--- config.mk ---
export PLATFORM = sky130hd
export DESIGN_NAME = lcd_init_seq
export DESIGN_NICKNAME = d
export VERILOG_FILES = /design/src/rtl/lcd_init_pkg.sv /design/src/rtl/lcd_init_dp.sv /design/src/rtl/lcd_init_ctl.sv /design/src/rtl/lcd_init_seq.sv
export SDC_FILE = /design/constraint.sdc
export NUM_CORES = 1
export LEC_CHECK = 0
export BUFFER_PORTS_ARGS = -buffer_cell sky130_fd_sc_hd__buf_2
export CAP_MARGIN = 20
export CORE_MARGIN = 2
export CORE_UTILIZATION = 56
export CTS_BUF_LIST = sky130_fd_sc_hd__clkbuf_4
export DETAILED_ROUTE_END_ITERATION = 12
export PLACE_DENSITY_LB_ADDON = 0.08
export SKIP_CTS_REPAIR_TIMING = 1
export SLEW_MARGIN = 20
export SYNTH_ARGS = -nofsm -noshare
export SYNTH_HDL_FRONTEND = slang
export SYNTH_SLANG_ARGS = --single-unit
export TNS_END_PERCENT = 10
--- constraint.sdc ---
create_clock -name clk -period 3.25 [get_ports clk]
set_input_delay 0.8125 -clock clk [delete_from_list [all_inputs] [get_ports clk]]
set_output_delay 0.8125 -clock clk [all_outputs]
set_load 0.01 [all_outputs]
--- src/rtl/lcd_init_pkg.sv ---
package lcd_init_pkg;
  typedef enum logic [1:0] {
    ST_IDLE,
    ST_WAIT,
    ST_STROBE,
    ST_CHECK
  } seq_state_t;

  typedef struct packed {
    logic load;
    logic dec;
  } dp_ctrl_t;
endpackage

--- src/rtl/lcd_init_dp.sv ---
module lcd_init_dp
  import lcd_init_pkg::*;
#(
  parameter int WORD_W   = 32,
  parameter int WAIT_W   = 24,
  parameter int NIB_W    = 4,
  parameter int TICK_DIV = 125
) (
  input  logic              clk,
  input  logic              rst,
  input  dp_ctrl_t          ctrl,
  input  logic [WORD_W-1:0] word,
  output logic              tick,
  output logic              waitZero,
  output logic [NIB_W-1:0]  nibble
);
  localparam int TICK_W  = (TICK_DIV > 2) ? $clog2(TICK_DIV) : 1;
  localparam int WAIT_LSB = WORD_W - WAIT_W;
  localparam int NIB_LSB  = WAIT_LSB - NIB_W;

  logic [TICK_W-1:0] tickCnt;
  logic [WAIT_W-1:0] waitCnt;

  assign tick     = (tickCnt == TICK_W'(TICK_DIV - 1));
  assign waitZero = (waitCnt == '0);

  always_ff @(posedge clk) begin
    if (rst || tick) tickCnt <= '0;
    else             tickCnt <= tickCnt + 1'b1;
  end

  always_ff @(posedge clk) begin
    if (rst) begin
      waitCnt <= '0;
      nibble  <= '0;
    end else if (ctrl.load) begin
      waitCnt <= word[WORD_W-1:WAIT_LSB];
      nibble  <= word[WAIT_LSB-1:NIB_LSB];
    end else if (ctrl.dec) begin
      waitCnt <= waitCnt - 1'b1;
    end
  end
endmodule

--- src/rtl/lcd_init_ctl.sv ---
module lcd_init_ctl
  import lcd_init_pkg::*;
(
  input  logic     clk,
  input  logic     rst,
  input  logic     cmdValid,
  input  logic     tick,
  input  logic     waitZero,
  output dp_ctrl_t ctrl,
  output logic     cmdReady,
  output logic     strobe,
  output logic     done
);
  seq_state_t state, nextState;

  always_ff @(posedge clk) begin
    if (rst) state <= ST_IDLE;
    else     state <= nextState;
  end

  always_comb begin
    nextState = state;
    ctrl      = '0;
    unique case (state)
      ST_IDLE: begin
        if (cmdValid) begin
          ctrl.load = 1'b1;
          nextState = ST_WAIT;
        end
      end
      ST_WAIT: begin
        if (tick) begin
          if (waitZero) nextState = ST_STROBE;
          else          ctrl.dec  = 1'b1;
        end
      end
      ST_STROBE: begin
        if (tick) nextState = ST_CHECK;
      end
      ST_CHECK: begin
        if (cmdValid) begin
          ctrl.load = 1'b1;
          nextState = ST_WAIT;
        end else begin
          nextState = ST_IDLE;
        end
      end
      default: nextState = ST_IDLE;
    endcase
  end

  assign cmdReady = (state == ST_IDLE) || (state == ST_CHECK);
  assign strobe   = (state == ST_STROBE);
  assign done     = (state == ST_CHECK) && !cmdValid;
endmodule

--- src/rtl/lcd_init_seq.sv ---
module lcd_init_seq
  import lcd_init_pkg::*;
#(
  parameter int WORD_W   = 32,
  parameter int WAIT_W   = 24,
  parameter int NIB_W    = 4,
  parameter int TICK_DIV = 125
) (
  input  logic              clk,
  input  logic              rst,
  input  logic              cmdValid,
  input  logic [WORD_W-1:0] cmdWord,
  output logic              cmdReady,
  output logic              lcdE,
  output logic [NIB_W-1:0]  lcdDb,
  output logic              lcdRs,
  output logic              lcdRw,
  output logic              seqDone
);
  dp_ctrl_t ctrl;
  logic     tick;
  logic     waitZero;

  lcd_init_ctl u_ctl (
    .clk      (clk),
    .rst      (rst),
    .cmdValid (cmdValid),
    .tick     (tick),
    .waitZero (waitZero),
    .ctrl     (ctrl),
    .cmdReady (cmdReady),
    .strobe   (lcdE),
    .done     (seqDone)
  );

  lcd_init_dp #(
    .WORD_W   (WORD_W),
    .WAIT_W   (WAIT_W),
    .NIB_W    (NIB_W),
    .TICK_DIV (TICK_DIV)
  ) u_dp (
    .clk      (clk),
    .rst      (rst),
    .ctrl     (ctrl),
    .word     (cmdWord),
    .tick     (tick),
    .waitZero (waitZero),
    .nibble   (lcdDb)
  );

  assign lcdRs = 1'b0;
  assign lcdRw = 1'b0;
endmodule

==> results.json <==
{
  "path_clk_slew_ns": 0.11,
  "end_kind": "flop",
  "portBuffers": 37,
  "via_count": 1938,
  "clock_sinks": 37,
  "gp_congestion": 0.776,
  "path_cells": "or4_1 -> or3_1 -> or4_4 -> or3_1 -> a31oi_1",
  "synthCells": 254,
  "r2r-start": "u_dp.waitCnt[10]$_SDFFE_PP0P_",
  "max-vdd-ir-drop_mv": 0.369,
  "max_cap_viol_count": 0,
  "startpoint_type": "flop",
  "yosys-top-cells-area": "dfxtp_1 (36%), o21ai_0 (7.0%), ha_1 (5.4%)",
  "vias_per_cell": 5.80,
  "slowest_delay_ns": 0.64,
  "finalMaxSlewViolations": 0,
  "die_area_um2": 4220,
  "grt_start_max_net_pins": 35,
  "rsz0062_at_grt": "no",
  "drt_iter0_markers": 112,
  "crit_cells": 5,
  "final_cells": 334,
  "final_layout_size_suffix_gt1_frac": 0.213,
  "period_needed_ns": 2.63,
  "dp_cells": 327,
  "yosysSeqAreaShare": 0.356,
  "cp-endpoint": "u_dp.waitCnt[23]$_SDFFE_PP0P_",
  "yosys-top-cells-count": "dfxtp_1 (37), o21ai_0 (29), nor2_1 (18), nand2_1 (17), a31oi_1 (16)",
  "antenna_cells": 0,
  "ys.warnings.count": 0,
  "status": "finished clean",
  "initial_core_util": 0.577,
  "slew_headroom": 0.490,
  "syn_avg_cell_area_um2": 8.20,
  "r2r_cells": 5,
  "hp-class": "reg2reg",
  "p_leak_nw": 0.871,
  "wl_um": 4390,
  "yosysTopAreaCell": "dfxtp_1",
  "die_w_um": 65.0,
  "dpl_cell_area_um2": 2260,
  "layout.nets": 330,
  "grt_usage": 0.226,
  "async_flop_share": 0,
  "grt_pass1_wl_um": 7400,
  "area_delta_synth_final_pct": 10.9,
  "path_buf_inv": 0,
  "ctsHtreeMaxLevel": 2,
  "power_density_nw_per_um2": 670,
  "antenna_left": 0,
  "cp_max_fo": 7,
  "yosysTopAreaCellShare": 0.356,
  "first_pass_iters": 4,
  "critPathRequiredTime_ns": 3.52,
  "r2r_setup_slack_ns": 0.62,
  "yosysMostFrequentCell": "dfxtp_1",
  "cts_tree": "yes",
  "hold_depth": 2,
  "syn_area_um2": 2080,
  "setup-violations-final": 0,
  "arrival_ns": 2.90,
  "finalHoldViolCount": 0,
  "worst-slew-pin-transition_ns": 0.764,
  "rows": 22,
  "die_h_um": 65.0,
  "fin_area_um2": 2310,
  "antenna_found_initial": 0,
  "synth.distinct_cells": 46,
  "grt_pass1_vias": 1708,
  "cts_buffers": 5,
  "fmax_ghz": 0.381,
  "synth_edf_count": 0,
  "cp_slowest_cell": "or4_1",
  "finalSetupTns_ns": 0,
  "crit_path_start": "u_dp.waitCnt[10]$_SDFFE_PP0P_",
  "clock_latency_ns": 0.34,
  "drc": 0,
  "skew_ns": 0.00482,
  "core_um2": 3610,
  "grt_overflow": 0,
  "r2r-end": "u_dp.waitCnt[23]$_SDFFE_PP0P_",
  "synthFlopType": "dfxtp_1",
  "cts.path.max_buffers": 2,
  "crit_family": "simple AND/OR/NAND/NOR gates",
  "wire_per_inst_um": 13.1,
  "cts_root_buf": "clkbuf_4",
  "crit_type": "reg2reg",
  "ys_ff_latch": 37,
  "critPathMostFrequentCell": "or3_1",
  "fin_crit_sh": 0.808,
  "ios": 44,
  "dp_hpwl_um": 3150
}
## final cells by class
class	count	area, µm²
Fill cell	338	1300
Multi-Input combinational cell	195	1230
Sequential cell	37	741
Timing Repair Buffer	39	200
Tap cell	48	60.1
Clock buffer	6	45.0
Inverter	8	30.0
Clock inverter	1	3.75
## worst min-delay path: stages, from the launching register on
cell and delay (ns):
dfxtp_1 0.33, nand2_1 0.05, a21oi_1 0.05
## worst min-delay path by stage
stage,from,end,slack [ns]
3_3_place_gp,u_dp.nibble[1]$_SDFFE_PP0P_,u_dp.nibble[1]$_SDFFE_PP0P_,0.44
5_1_grt,u_dp.nibble[0]$_SDFFE_PP0P_,u_dp.nibble[0]$_SDFFE_PP0P_,0.48
6_report,u_dp.nibble[1]$_SDFFE_PP0P_,u_dp.nibble[1]$_SDFFE_PP0P_,0.46
4_1_cts,u_dp.nibble[1]$_SDFFE_PP0P_,u_dp.nibble[1]$_SDFFE_PP0P_,0.47
3_5_place_dp,u_dp.nibble[1]$_SDFFE_PP0P_,u_dp.nibble[1]$_SDFFE_PP0P_,0.45
2_1_floorplan,u_dp.tickCnt[0]$_SDFF_PP0_,u_dp.tickCnt[0]$_SDFF_PP0_,0.43
## state kept, by name (all words and copies together), names as in the netlist
| name | count |
|---|---|
| u_ctl.state | 2 |
| u_dp.tickCnt | 7 |
| u_dp.waitCnt | 24 |
| u_dp.nibble | 4 |
## where the power goes
group / internal, mW / total [mW] / switching (mW) / leakage, nW
Sequential: 0.573 / 0.695 / 0.122 / 0.305
Clock: 0.0869 / 0.234 / 0.147 / 0.0292
Combinational: 0.257 / 0.619 / 0.362 / 0.536
Total: 0.917 / 1.55 / 0.631 / 0.871
## kinds of logic after synthesis
group,share of synthesized area
AO/OA/AOI/OAI,0.225
XOR/XNOR,0.0379
adder cells (fa/ha/maj),0.0541
buffers and inverters,0.0559
flip-flops,0.356
other,0.00180
AND/OR/NAND/NOR,0.270
## per-stage QoR
step                hold WS, ns  utilization  total power [mW]  setup slack (ns)
global route              0.478        0.640              1.69             0.505
finish                    0.463        0.640              1.55             0.624
global placement          0.443        0.627              1.31             0.681
detailed placement        0.450        0.627              1.32             0.639
floorplan                 0.426            -              1.18             0.773
CTS                       0.465        0.640              1.55             0.622
## cells in the final DEF (no fill, tap or decap), drive strengths merged, types with 2 or more instances in the layout
cell type  synthesis  routed
buf                3      39
dfxtp             37      37
o21ai             30      30
nor2              18      18
nand2             17      17
a31oi             16      16
or3               14      14
or4               11      11
a21oi              9       9
ha                 9       9
inv                8       8
nor3               8       8
nand3              8       8
o31ai              7       7
clkbuf            12       6
xnor2              5       5
nor4               5       5
or2                4       4
xor2               4       4
nor2b              3       3
a211oi             3       3
and4               3       3
and3               3       3
nand4              2       2
o211ai             2       2
o31a               2       2
o21a               2       2
conb               1       2
## layer usage
| metal | vias up | GRT usage | wire (µm) |
|---|---|---|---|
| li1 | 1009 | - | - |
| met1 | 879 | 0.288 | 2220 |
| met2 | 43 | 0.378 | 1950 |
| met3 | 7 | 0.0417 | 158 |
| met4 | 0 | 0.0878 | 65 |
| met5 | - | 0 | 0 |
No activity file was read; power rests on OpenSTA's default activity.
